### config.mk
export PLATFORM = sky130hd
export DESIGN_NAME = sram_bank_gate
export DESIGN_NICKNAME = d
export VERILOG_FILES = /design/src/rtl/sbg_pkg.sv /design/src/rtl/sbg_sync.sv /design/src/rtl/sbg_holdoff.sv /design/src/rtl/sbg_decode.sv /design/src/rtl/sram_bank_gate.sv
export SDC_FILE = /design/constraint.sdc
export NUM_CORES = 1
export LEC_CHECK = 0
export CAP_MARGIN = 20
export CORE_AREA = 5 5 42 44
export CTS_CLUSTER_SIZE = 28
export DETAILED_ROUTE_END_ITERATION = 7
export DIE_AREA = 0 0 47 49
export SYNTH_ARGS = -nofsm -noshare
export SYNTH_HDL_FRONTEND = slang
export SYNTH_HIERARCHICAL = 1
export SYNTH_SLANG_ARGS = --single-unit
export TNS_END_PERCENT = 20
### constraint.sdc
create_clock -name clk -period 1.6 [get_ports clk]
set_clock_uncertainty 0.05 [all_clocks]
set_input_delay 0.32 -clock clk [delete_from_list [all_inputs] [get_ports clk]]
set_output_delay 0.32 -clock clk [all_outputs]
set_load 0.03 [all_outputs]
### src/rtl/sbg_pkg.sv
package sbg_pkg;

    typedef enum logic {
        BANK_LOW  = 1'b0,
        BANK_HIGH = 1'b1
    } bank_e;

    typedef struct packed {
        logic pwr_fail;
        logic batt;
    } pwr_flags_t;

    typedef struct packed {
        logic ce0_n;
        logic ce1_n;
    } bank_ce_t;

    localparam int FLAG_W = $bits(pwr_flags_t);

    localparam bank_ce_t CE_ALL_OFF = '{ce0_n: 1'b1, ce1_n: 1'b1};

    function automatic bank_ce_t decode_bank(logic en_n, bank_e sel, logic blocked);
        bank_ce_t r;
        r = CE_ALL_OFF;
        if (!blocked && !en_n) begin
            case (sel)
                BANK_LOW:  r.ce0_n = 1'b0;
                BANK_HIGH: r.ce1_n = 1'b0;
                default:   r = CE_ALL_OFF;
            endcase
        end
        return r;
    endfunction

    function automatic logic any_flag(pwr_flags_t f);
        return f.pwr_fail | f.batt;
    endfunction

endpackage

### src/rtl/sbg_sync.sv
module sbg_sync #(
    parameter int STAGES  = 2,
    parameter int WIDTH   = 2,
    parameter logic RST_VAL = 1'b1
) (
    input  logic             clk,
    input  logic             rst,
    input  logic [WIDTH-1:0] d,
    output logic [WIDTH-1:0] q
);
    logic [WIDTH-1:0] stage_q [STAGES];

    generate
        for (genvar i = 0; i < STAGES; i++) begin : g_stage
            if (i == 0) begin : g_first
                always_ff @(posedge clk) begin
                    if (rst) stage_q[i] <= {WIDTH{RST_VAL}};
                    else     stage_q[i] <= d;
                end
            end else begin : g_next
                always_ff @(posedge clk) begin
                    if (rst) stage_q[i] <= {WIDTH{RST_VAL}};
                    else     stage_q[i] <= stage_q[i-1];
                end
            end
        end
    endgenerate

    assign q = stage_q[STAGES-1];

endmodule

### src/rtl/sbg_holdoff.sv
module sbg_holdoff
    import sbg_pkg::*;
#(
    parameter int HOLD_CYCLES = 8
) (
    input  logic       clk,
    input  logic       rst,
    input  pwr_flags_t flags,
    output logic       blocked
);
    localparam int CNT_W = $clog2(HOLD_CYCLES + 2);
    localparam logic [CNT_W-1:0] HOLD_LD = CNT_W'(HOLD_CYCLES);

    logic             active;
    logic [CNT_W-1:0] cnt_q;
    logic             blk_q;

    assign active = any_flag(flags);

    always_ff @(posedge clk) begin
        if (rst) begin
            cnt_q <= HOLD_LD;
            blk_q <= 1'b1;
        end else begin
            if (active)              cnt_q <= HOLD_LD;
            else if (cnt_q != '0)    cnt_q <= cnt_q - 1'b1;
            blk_q <= active || (cnt_q != '0);
        end
    end

    assign blocked = blk_q;

    // a synchronized power flag always blocks on the following clock
    p_flag_blocks_r4: assert property (@(posedge clk) disable iff (rst)
        active |=> blk_q);

    // while the holdoff counter is armed, blocking stays on
    p_hold_blocks_r7: assert property (@(posedge clk) disable iff (rst)
        (cnt_q != '0) |-> blk_q);

endmodule

### src/rtl/sbg_decode.sv
module sbg_decode
    import sbg_pkg::*;
(
    input  logic     en_n,
    input  logic     sel,
    input  logic     blocked,
    output bank_ce_t ce
);
    always_comb begin
        ce = decode_bank(en_n, bank_e'(sel), blocked);
    end
endmodule

### src/rtl/sram_bank_gate.sv
module sram_bank_gate
    import sbg_pkg::*;
#(
    parameter int HOLD_CYCLES = 8,
    parameter int SYNC_STAGES = 2
) (
    input  logic clk,
    input  logic rst,
    input  logic acc_en_n,
    input  logic bank_sel,
    input  logic pwr_fail,
    input  logic batt_mode,
    output logic bank0_ce_n,
    output logic bank1_ce_n,
    output logic wr_prot
);
    pwr_flags_t raw_flags;
    pwr_flags_t sync_flags;
    logic       blocked;
    bank_ce_t   ce;

    assign raw_flags = '{pwr_fail: pwr_fail, batt: batt_mode};

    sbg_sync #(
        .STAGES (SYNC_STAGES),
        .WIDTH  (FLAG_W),
        .RST_VAL(1'b1)
    ) u_sync (
        .clk(clk),
        .rst(rst),
        .d  (raw_flags),
        .q  (sync_flags)
    );

    sbg_holdoff #(
        .HOLD_CYCLES(HOLD_CYCLES)
    ) u_holdoff (
        .clk    (clk),
        .rst    (rst),
        .flags  (sync_flags),
        .blocked(blocked)
    );

    sbg_decode u_decode (
        .en_n   (acc_en_n),
        .sel    (bank_sel),
        .blocked(blocked),
        .ce     (ce)
    );

    assign bank0_ce_n = ce.ce0_n;
    assign bank1_ce_n = ce.ce1_n;
    assign wr_prot    = blocked;

    // cycles since reset release, saturating; only qualifies latency checks
    logic [1:0] since_rst_q;
    always_ff @(posedge clk) begin
        if (rst)                   since_rst_q <= '0;
        else if (since_rst_q != 2'd3) since_rst_q <= since_rst_q + 2'd1;
    end

    // the two banks are never enabled together
    p_bank_mutex_r2: assert property (@(posedge clk) disable iff (rst)
        !(!bank0_ce_n && !bank1_ce_n));

    // nothing is enabled while write protection is up
    p_blocked_quiet_r4: assert property (@(posedge clk) disable iff (rst)
        wr_prot |-> (bank0_ce_n && bank1_ce_n));

    // a power-fail seen at the pin blocks after the sync latency
    p_pf_latency_r5: assert property (@(posedge clk) disable iff (rst)
        ((since_rst_q >= 2'd2) && $past(pwr_fail, 2)) |=> wr_prot);

    // battery mode blocks with the same latency
    p_batt_latency_r6: assert property (@(posedge clk) disable iff (rst)
        ((since_rst_q >= 2'd2) && $past(batt_mode, 2)) |=> wr_prot);

endmodule

==> impl_results.md <==
- Final critical-path required period: around 1500 ps
- Worst flop-to-flop path endpoint: u_holdoff/cnt_q[1]$_SDFFE_PP0P_
- Arr. time, crit path: 1100 ps
- Die X: between 40 and 50 um
- Router iterations before antenna repair: 3
- Number of diodes added for antenna fixing: 0
- Final Hold Viols: 0
- Category of the worst setup path capture point: primary output
- Detail Route Antenna Nets: 0
- H-tree depth reported by CTS: 1
- EDFF count, synth: 0
- Share of flip-flops with an asynchronous set or reset: 0%
- Placed instance count: 59
- Post-synth top area share: 51.1%
- Fillers: 156
- Number of instances in the synthesized netlist: 34
- Vias per inst: about 4.2
- Full die area: 2300 sq um
- Overall track demand over capacity in global routing: 5.94%
- Library cell with the largest summed area after synthesis: sky130_fd_sc_hd__dfxtp_1
- Clock-pin transition on the worst setup and hold timing paths: ~60 ps
- Post-route clock period utilization: 91.8%
- WL final: 560 um
- Number of stages on the worst hold path: 1
- Most used DFF post-synth: sky130_fd_sc_hd__dfxtp_1
- Register area share after synthesis: about half
- Die outline height: 49 um
- Unrepaired setup endpoints after global routing: no
- Via total after detailed routing: roughly 260
- Final sum of negative setup slack: 0 ps
- Post-CTS Hold Buffers: 0
- Endpoint of the worst setup timing path: bank1_ce_n
- Number of clock buffers inserted by TritonCTS: 3
- First-pass GRT wire length: between 900 and 1000 um
- Logic depth of the worst register-to-register path: 5
- Minimum hold slack: 356 ps
- 1st-iter DRT viols: 3
- Slew Limit Headroom: between 70% and 80%
- Final core utilization: between 30% and 40%
- Final-report setup violation count: 0
- VDD IR-drop max: 0.331 mV
- Post-route cell area: 482 sq um
- Initial Util: between 20 and 30%
- Area of the multi-input gates: 165 sq um
- Biggest fanout along the worst timing path: 3
- Number of distinct library cell variants in the gate-level netlist after synthesis: 18
- Post-layout worst setup margin: 131 ps
- Mean routed wirelength per cell: 8.89 um
- Total congestion overflow: 0
- Setup Slack @ Placement: -493 ps
- Path category of the worst min-delay check: flop to flop
- Count of input and output buffers: 8
- Global placer's final weighted congestion: 0.642
- Total chip power: between 0.4 and 0.5 mW
- List of most frequent post-synthesis cells: sky130_fd_sc_hd__dfxtp_1, sky130_fd_sc_hd__or2_1, sky130_fd_sc_hd__or3_1
- Initial antenna violation count: 0
- Area growth from synthesis to layout: 36.5%
- Pin count of the biggest net entering global routing: 6
- Required time at the endpoint of the critical path: between 1000 and 1500 ps
- Crit path launch type: flop
- Layout cell share with drive strength beyond 1: 14.9%
- HPWL Detailed: 440 um
- Post-Synthesis Mean Instance Area: 10.4 sq um
- Slew of the pin with the lowest slew margin: 317 ps
- Startpoint of the worst register-to-register path: u_holdoff/cnt_q[0]$_SDFFE_PP0P_
- Achievable Freq: 681 MHz
- Core footprint: ~1400 sq um
- Total placed instance area: 460 sq um
- Pleak: 0.186 nW
- Nets@finish: 56
- Number of standard cells in the final layout excluding fillers: 63
- Register area: 180 sq um
- Result of the run: completed
- Clock tree root buffer cell: sky130_fd_sc_hd__clkbuf_4
- CTS tree: built
- Syn Std Cell Area: 353 sq um
- Yosys synthesis warning count: 6
- Residual DRC: 0
- Clock Tree Buf Depth: 2
- Clock latency at the later pin of the worst-skew pair: 260 ps
- Number of global-route vias before repair: 246
- Register bit count reported by yosys: 9
- Net count of the mapped netlist: 42
- Pwr Density: 887 nW/um^2
- CP Class: flop to primary output
- Total count of max-transition violations in the final report: 0
- Flop2flop setup slack: 250 ps
- Cell with the most instances after synthesis: sky130_fd_sc_hd__dfxtp_1
- Clock Sink Count: 9
- Critical Path Start: u_holdoff/blocked$_SDFF_PP1_
- IO Pins: 9
- Row cnt: 14
- Leading post-synthesis cells by cell area: sky130_fd_sc_hd__dfxtp_1, sky130_fd_sc_hd__ha_1, sky130_fd_sc_hd__or2_1
- Max cap viols: 0
==> cell usage in the layout, fill, tap and decap left out, drive strengths merged <==
master / n
inv: 2
or3b: 1
nor2b: 1
ha: 2
dfxtp: 9
nor3: 2
buf: 3
clkbuf: 4
nand3b: 1
or3: 3
or2: 4
a211oi: 1
nand2: 1
clkdlybuf4s50: 3
xnor2: 1
a211o: 1
a21oi: 1
dlygate4sd2: 3
nor3b: 1
or2b: 1
nor2: 1
nand2b: 1
==> worst min-delay path by stage <==
stage                                    startpoint                               to
CTS                 u_sync/stage_q[0][1]$_SDFF_PP1_  u_sync/stage_q[1][1]$_SDFF_PP1_
global route        u_sync/stage_q[0][1]$_SDFF_PP1_  u_sync/stage_q[1][1]$_SDFF_PP1_
finish              u_sync/stage_q[0][0]$_SDFF_PP1_  u_sync/stage_q[1][0]$_SDFF_PP1_
floorplan           u_sync/stage_q[0][1]$_SDFF_PP1_  u_sync/stage_q[1][1]$_SDFF_PP1_
detailed placement  u_sync/stage_q[0][1]$_SDFF_PP1_  u_sync/stage_q[1][1]$_SDFF_PP1_
global placement    u_sync/stage_q[0][0]$_SDFF_PP1_  u_sync/stage_q[1][0]$_SDFF_PP1_
==> worst max-delay path, cell delays in order, from the launching register on <==
cell and delay [ps]:
sky130_fd_sc_hd__dfxtp_1 310, sky130_fd_sc_hd__or3b_1 380, sky130_fd_sc_hd__buf_6 150
==> logic make-up (layout without fill, tap and decap cells) <==
kind of cell,count (synthesis),after routing,share of synthesized area [%]
buf+inv,2,15,2.13
xor+xnor,1,1,2.48
flops,9,9,51.1
simple gates,17,17,31.2
compound gates,3,3,6.03
fa+ha+maj,2,2,7.09
==> flip-flops by register name (all words and copies together) (netlist names) <==
register           cells
u_holdoff/blocked      1
u_sync/stage_q         4
u_holdoff/cnt_q        4
==> per-layer routing <==
| metal | part of all wire (%) | track usage [%] | up-vias |
|---|---|---|---|
| li1 | - | - | 142 |
| met1 | 46 | 6.44 | 114 |
| met2 | 44 | 8.37 | 6 |
| met3 | 6.3 | 2.21 | 2 |
| met4 | 3.4 | 5.53 | 0 |
| met5 | 0 | 0 | - |
==> report_power, final <==
part           total, mW  internal (mW)  switching (mW)
Clock              0.176         0.0962          0.0803
Sequential         0.231          0.229         0.00161
Combinational     0.0198         0.0143         0.00553
==> layout make-up <==
cell class / instances / area share [%]
Clock buffer: 4 / 5.45
Inverter: 2 / 1.56
Multi-Input combinational cell: 23 / 34.3
Sequential cell: 9 / 37.4
Tap cell: 16 / 4.16
Timing Repair Buffer: 9 / 17.1
==> repair_timing <==
| item | in CTS | in global routing |
|---|---|---|
| endpoints found under the setup margin | 3 | 0 |
| resized for setup | 16 | 0 |
| setup buffers | 0 | 0 |
(Power assumes the default switching activity.)
